$ cat src/rtl/hz_pkg.sv
package hz_pkg;
  // operand bypass select codes
  typedef enum logic [1:0] {
    FWD_RF  = 2'b00,
    FWD_MWB = 2'b01,
    FWD_EXM = 2'b10
  } fwd_sel_e;

  localparam int unsigned N_LATE_STG = 3; // decode/execute, execute/memory, memory/writeback
  localparam int unsigned N_SRC      = 2;
endpackage

$ cat src/rtl/hz_cmp.sv
module hz_cmp #(
  parameter int unsigned RW   = 5,
  parameter int unsigned NSTG = 3,
  parameter int unsigned NSRC = 2
) (
  input  logic [NSRC-1:0][RW-1:0] src,
  input  logic [NSTG-1:0][RW-1:0] dst,
  input  logic [NSTG-1:0]         wen,
  output logic [NSTG*NSRC-1:0]    hit
);
  // a live producer writing a nonzero register that a consumer reads
  function automatic logic dep(input logic [RW-1:0] d, input logic w,
                               input logic [RW-1:0] s);
    return w && (d != '0) && (d == s);
  endfunction

  for (genvar g_s = 0; g_s < NSTG; g_s++) begin : g_stg
    for (genvar g_o = 0; g_o < NSRC; g_o++) begin : g_src
      assign hit[g_s*NSRC + g_o] = dep(dst[g_s], wen[g_s], src[g_o]);
    end
  end
endmodule

$ cat src/rtl/hz_fwd.sv
module hz_fwd
  import hz_pkg::*;
#(
  parameter int unsigned RW = 5
) (
  input  logic [RW-1:0] src,
  input  logic [RW-1:0] exm_rd,
  input  logic          exm_wen,
  input  logic [RW-1:0] mwb_rd,
  input  logic          mwb_wen,
  output fwd_sel_e      sel,
  output logic          exm_hit,
  output logic          mwb_hit
);
  logic [1:0] hits;

  hz_cmp #(.RW(RW), .NSTG(2), .NSRC(1)) u_cmp (
    .src (src),
    .dst ({mwb_rd, exm_rd}),
    .wen ({mwb_wen, exm_wen}),
    .hit (hits)
  );

  assign exm_hit = hits[0];
  assign mwb_hit = hits[1];

  // younger result has priority
  always_comb begin
    if (exm_hit)      sel = FWD_EXM;
    else if (mwb_hit) sel = FWD_MWB;
    else              sel = FWD_RF;
  end
endmodule

$ cat src/rtl/hz_ctl.sv
module hz_ctl (
  input  logic ld_use,
  input  logic br_taken,
  output logic pc_hold,
  output logic ifid_hold,
  output logic idex_clear,
  output logic ifid_clear
);
  logic stall_w;

  // a taken branch redirects fetch, so it overrides the stall
  assign stall_w    = ld_use && !br_taken;
  assign pc_hold    = stall_w;
  assign ifid_hold  = stall_w;
  assign ifid_clear = br_taken;
  assign idex_clear = stall_w || br_taken;
endmodule

$ cat src/rtl/hz_unit.sv
module hz_unit
  import hz_pkg::*;
#(
  parameter int unsigned RW = 5
) (
  input  logic [RW-1:0] dec_rs,
  input  logic [RW-1:0] dec_rt,
  input  logic [RW-1:0] ex_rs,
  input  logic [RW-1:0] ex_rt,
  input  logic [RW-1:0] idex_rd,
  input  logic          idex_wen,
  input  logic          idex_mrd,
  input  logic [RW-1:0] exm_rd,
  input  logic          exm_wen,
  input  logic [RW-1:0] mwb_rd,
  input  logic          mwb_wen,
  input  logic          br_taken,
  output logic [1:0]    fwd_a,
  output logic [1:0]    fwd_b,
  output logic [5:0]    dep_hits,
  output logic          pc_hold,
  output logic          ifid_hold,
  output logic          idex_clear,
  output logic          ifid_clear
);
  localparam int unsigned NH = N_LATE_STG * N_SRC;

  logic [N_SRC-1:0][RW-1:0]      dec_src;
  logic [N_SRC-1:0][RW-1:0]      ex_src;
  logic [N_LATE_STG-1:0][RW-1:0] late_rd;
  logic [N_LATE_STG-1:0]         late_wen;
  logic [NH-1:0]                 hits_w;
  fwd_sel_e                      sel_w   [N_SRC];
  logic [N_SRC-1:0]              exm_hit_w;
  logic [N_SRC-1:0]              mwb_hit_w;
  logic                          ld_use_w;

  assign dec_src  = {dec_rt, dec_rs};
  assign ex_src   = {ex_rt, ex_rs};
  assign late_rd  = {mwb_rd, exm_rd, idex_rd};
  assign late_wen = {mwb_wen, exm_wen, idex_wen};

  hz_cmp #(.RW(RW), .NSTG(N_LATE_STG), .NSRC(N_SRC)) u_dec_cmp (
    .src (dec_src),
    .dst (late_rd),
    .wen (late_wen),
    .hit (hits_w)
  );

  for (genvar g_op = 0; g_op < N_SRC; g_op++) begin : g_op_fwd
    hz_fwd #(.RW(RW)) u_fwd (
      .src     (ex_src[g_op]),
      .exm_rd  (exm_rd),
      .exm_wen (exm_wen),
      .mwb_rd  (mwb_rd),
      .mwb_wen (mwb_wen),
      .sel     (sel_w[g_op]),
      .exm_hit (exm_hit_w[g_op]),
      .mwb_hit (mwb_hit_w[g_op])
    );
  end

  // only the decode/execute comparisons can need a stall
  assign ld_use_w = idex_mrd && (|hits_w[N_SRC-1:0]);

  hz_ctl u_ctl (
    .ld_use     (ld_use_w),
    .br_taken   (br_taken),
    .pc_hold    (pc_hold),
    .ifid_hold  (ifid_hold),
    .idex_clear (idex_clear),
    .ifid_clear (ifid_clear)
  );

  assign fwd_a    = sel_w[0];
  assign fwd_b    = sel_w[1];
  assign dep_hits = hits_w;
endmodule

$ cat config.mk
export PLATFORM = sky130hd
export DESIGN_NAME = hz_unit
export DESIGN_NICKNAME = d
export VERILOG_FILES = /design/src/rtl/hz_pkg.sv /design/src/rtl/hz_cmp.sv /design/src/rtl/hz_fwd.sv /design/src/rtl/hz_ctl.sv /design/src/rtl/hz_unit.sv
export SDC_FILE = /design/constraint.sdc
export NUM_CORES = 1
export LEC_CHECK = 0
export ABC_AREA = 0
export BUFFER_PORTS_ARGS = -buffer_cell sky130_fd_sc_hd__buf_2
export CORE_MARGIN = 3
export CORE_UTILIZATION = 47
export DETAILED_ROUTE_END_ITERATION = 10
export PLACE_DENSITY = 0.91
export SYNTH_ARGS = -nofsm -noshare
export SYNTH_HDL_FRONTEND = slang
export SYNTH_SLANG_ARGS = --single-unit
$ cat constraint.sdc
create_clock -name vclk -period 5.4
set_input_delay 1.08 -clock vclk [all_inputs]
set_output_delay 1.08 -clock vclk [all_outputs]
set_load 0.01 [all_outputs]
==> flow_summary.json <==
{
  "synth.area.top_cells": "xor2_1 33%, xnor2_1 26%, nor4_2 6.7%",
  "worstHoldStart": "br_taken",
  "cp_cell_sequence": "buf_2 -> or4_4 -> o21ai_4 -> nor4_2 -> nor4_2 -> buf_2",
  "grt_pass1_vias": 756,
  "seqPwrFrac_pct": 0,
  "p_sw_uw": 38.0,
  "die-area_sq_um": 2100,
  "synthesis.area_sq_um": 746,
  "io_pins": 54,
  "status": "finished clean",
  "vias": 789,
  "via_per_inst": 5.23,
  "critPathMaxStageDelay_ns": 0.55,
  "yosysSeqAreaShare_pct": 0,
  "worstMarginPinSlew_ns": 0.301,
  "synth_area_leader_cell": "xor2_1",
  "syn_nets": 136,
  "core_area_sq_um": 1400,
  "synth_cells": 96,
  "cp.required_ns": 4.32,
  "crit_type": "in2out",
  "yosys.area.top_type_share_pct": 32.9,
  "flops_and_latches": 0,
  "regArea_sq_um": 0,
  "wl_mm": 2.11,
  "end_kind": "output port",
  "cts_hold_buffers": 0,
  "sw_frac_of_total_pct": 52.1,
  "critPathArrivalTime_ns": 2.49,
  "rows": 13,
  "fill_cells": 106,
  "antennaDiodeCount": 0,
  "p_int_uw": 35.0,
  "grt.total_usage_pct": 20.7,
  "hold_viol_final": 0,
  "p_leak_uw": 0.000437,
  "critPathMaxFanout": 5,
  "slew_viol_final": 0,
  "clkPwrFrac_pct": 0,
  "initial_utilization_pct": 53.3,
  "drc": 0,
  "postCtsSetupBuffers": 0,
  "final_cell_mix": "54 x buf_2, 28 x xor2_1, 22 x xnor2_1",
  "post-place-ws_ns": 1.82,
  "min_path_cells": 2,
  "grt.overflow.total": 0,
  "ys_warn_count": 0,
  "period_needed_ns": 3.57,
  "area_growth_pct": 27.5,
  "ir_worst_vdd_mv": 0.0499,
  "rsz0062_at_grt": "no",
  "drv_cap": 0,
  "syn_area_per_cell_sq_um": 7.77,
  "nClkBuffers": 0,
  "drive_gt1_share_pct": 44.1,
  "hold_class": "in2out",
  "grt_pass1_wl_mm": 3.33,
  "setup_viol": 0,
  "fin_total_pwr_uw": 73.1,
  "antenna_left": 0,
  "finalCritPeriodShare_pct": 66.1,
  "powerDensity_nw_per_um2": 76.8,
  "die_h_microns": 45.8,
  "wl_per_cell_microns": 14.0,
  "grt_max_degree": 6,
  "synth_cell_types": 19,
  "cp-start-kind": "input port",
  "timing.final.ws_setup_ns": 1.83,
  "fmax_mhz": 280,
  "hold_end": "ifid_clear",
  "dr.pass1.iters": 4,
  "drt_iter0_markers": 16,
  "gp_congestion": 0.889,
  "hold_ws_ns": 2.37,
  "mostFrequentLayoutCell": "buf_2",
  "setup_tns_ns": 0,
  "slew_headroom_pct": 79.7,
  "final_nets": 178,
  "p_comb_share_pct": 100.0,
  "cp_slowest_cell": "or4_4",
  "numPortBuffers": 54,
  "die_w_microns": 45.8,
  "grt_antenna_before_repair": 0,
  "dp_hpwl_mm": 1.84,
  "post_cts_resized": 0
}
==> how the worst max path moves through the flow <==
stage               startpoint        to  slack [ns]  cells past startpoint
floorplan            exm_rd[4]  fwd_a[0]        1.96                      5
global placement     exm_rd[3]  fwd_b[0]        1.86                      6
detailed placement   exm_rd[3]  fwd_b[0]        1.82                      6
CTS                  exm_rd[3]  fwd_a[0]        1.82                      6
global route         exm_rd[3]  fwd_a[0]        1.75                      6
finish               exm_rd[3]  fwd_a[0]        1.83                      6
==> area by class of cell <==
class / instances / area [sq um] / area share (%)
multi-input combinational: 81 / 658 / 69.2
timing repair buffer: 54 / 270 / 28.4
tap: 15 / 18.8 / 1.97
inverter: 1 / 3.75 / 0.395
==> per-stage QoR <==
step	instances	area [sq um]	utilization, %
after floorplan	96	746	-
after global placement	151	951	68.0
after detailed placement	151	951	68.0
after CTS	151	951	68.0
after global routing	151	951	68.0
final	151	951	68.0
==> cell usage after synthesis, drive strengths merged <==
cell type / instances
clkbuf: 2
buf: 12
nor2b: 1
or4: 5
nand3: 8
xor2: 28
nor2: 2
nor3: 2
nor4: 8
inv: 1
xnor2: 22
a211oi: 1
o21ai: 3
or2: 1
==> logic make-up (layout without fill, tap and decap cells) <==
| logic type | Yosys count | after routing | share of synthesized area, % |
|---|---|---|---|
| XOR/XNOR | 50 | 50 | 58.7 |
| AND/OR/NAND/NOR | 27 | 27 | 25.0 |
| buffers and inverters | 15 | 55 | 11.7 |
| AO/OA/AOI/OAI | 4 | 4 | 4.53 |
==> critical path: cells and delay by family <==
| family | cells | cell delay [ns] |
|---|---|---|
| AO/OA/AOI/OAI | 1 | 0.20 |
| buffers and inverters | 2 | 0.31 |
| AND/OR/NAND/NOR | 3 | 0.89 |
==> routing by layer <==
layer / global-route usage, % / wire [microns] / vias to the layer above
met1: 26.2 / 854 / 361
met3: 1.58 / 106 / 0
met5: 0 / 0 / -
li1: - / - / 398
met4: 2.84 / 0 / 0
met2: 38.4 / 1150 / 30
==> power by group through the flow <==
stage / clock [uW] / combinational, uW / sequential [uW]
after CTS: 0 / 73.4 / 0
after global placement: 0 / 70.8 / 0
after floorplan: 0 / 46.9 / 0
after detailed placement: 0 / 73.2 / 0
final: 0 / 73.1 / 0
after global routing: 0 / 80.6 / 0
Note: power is estimated with default switching activity, not from simulation.
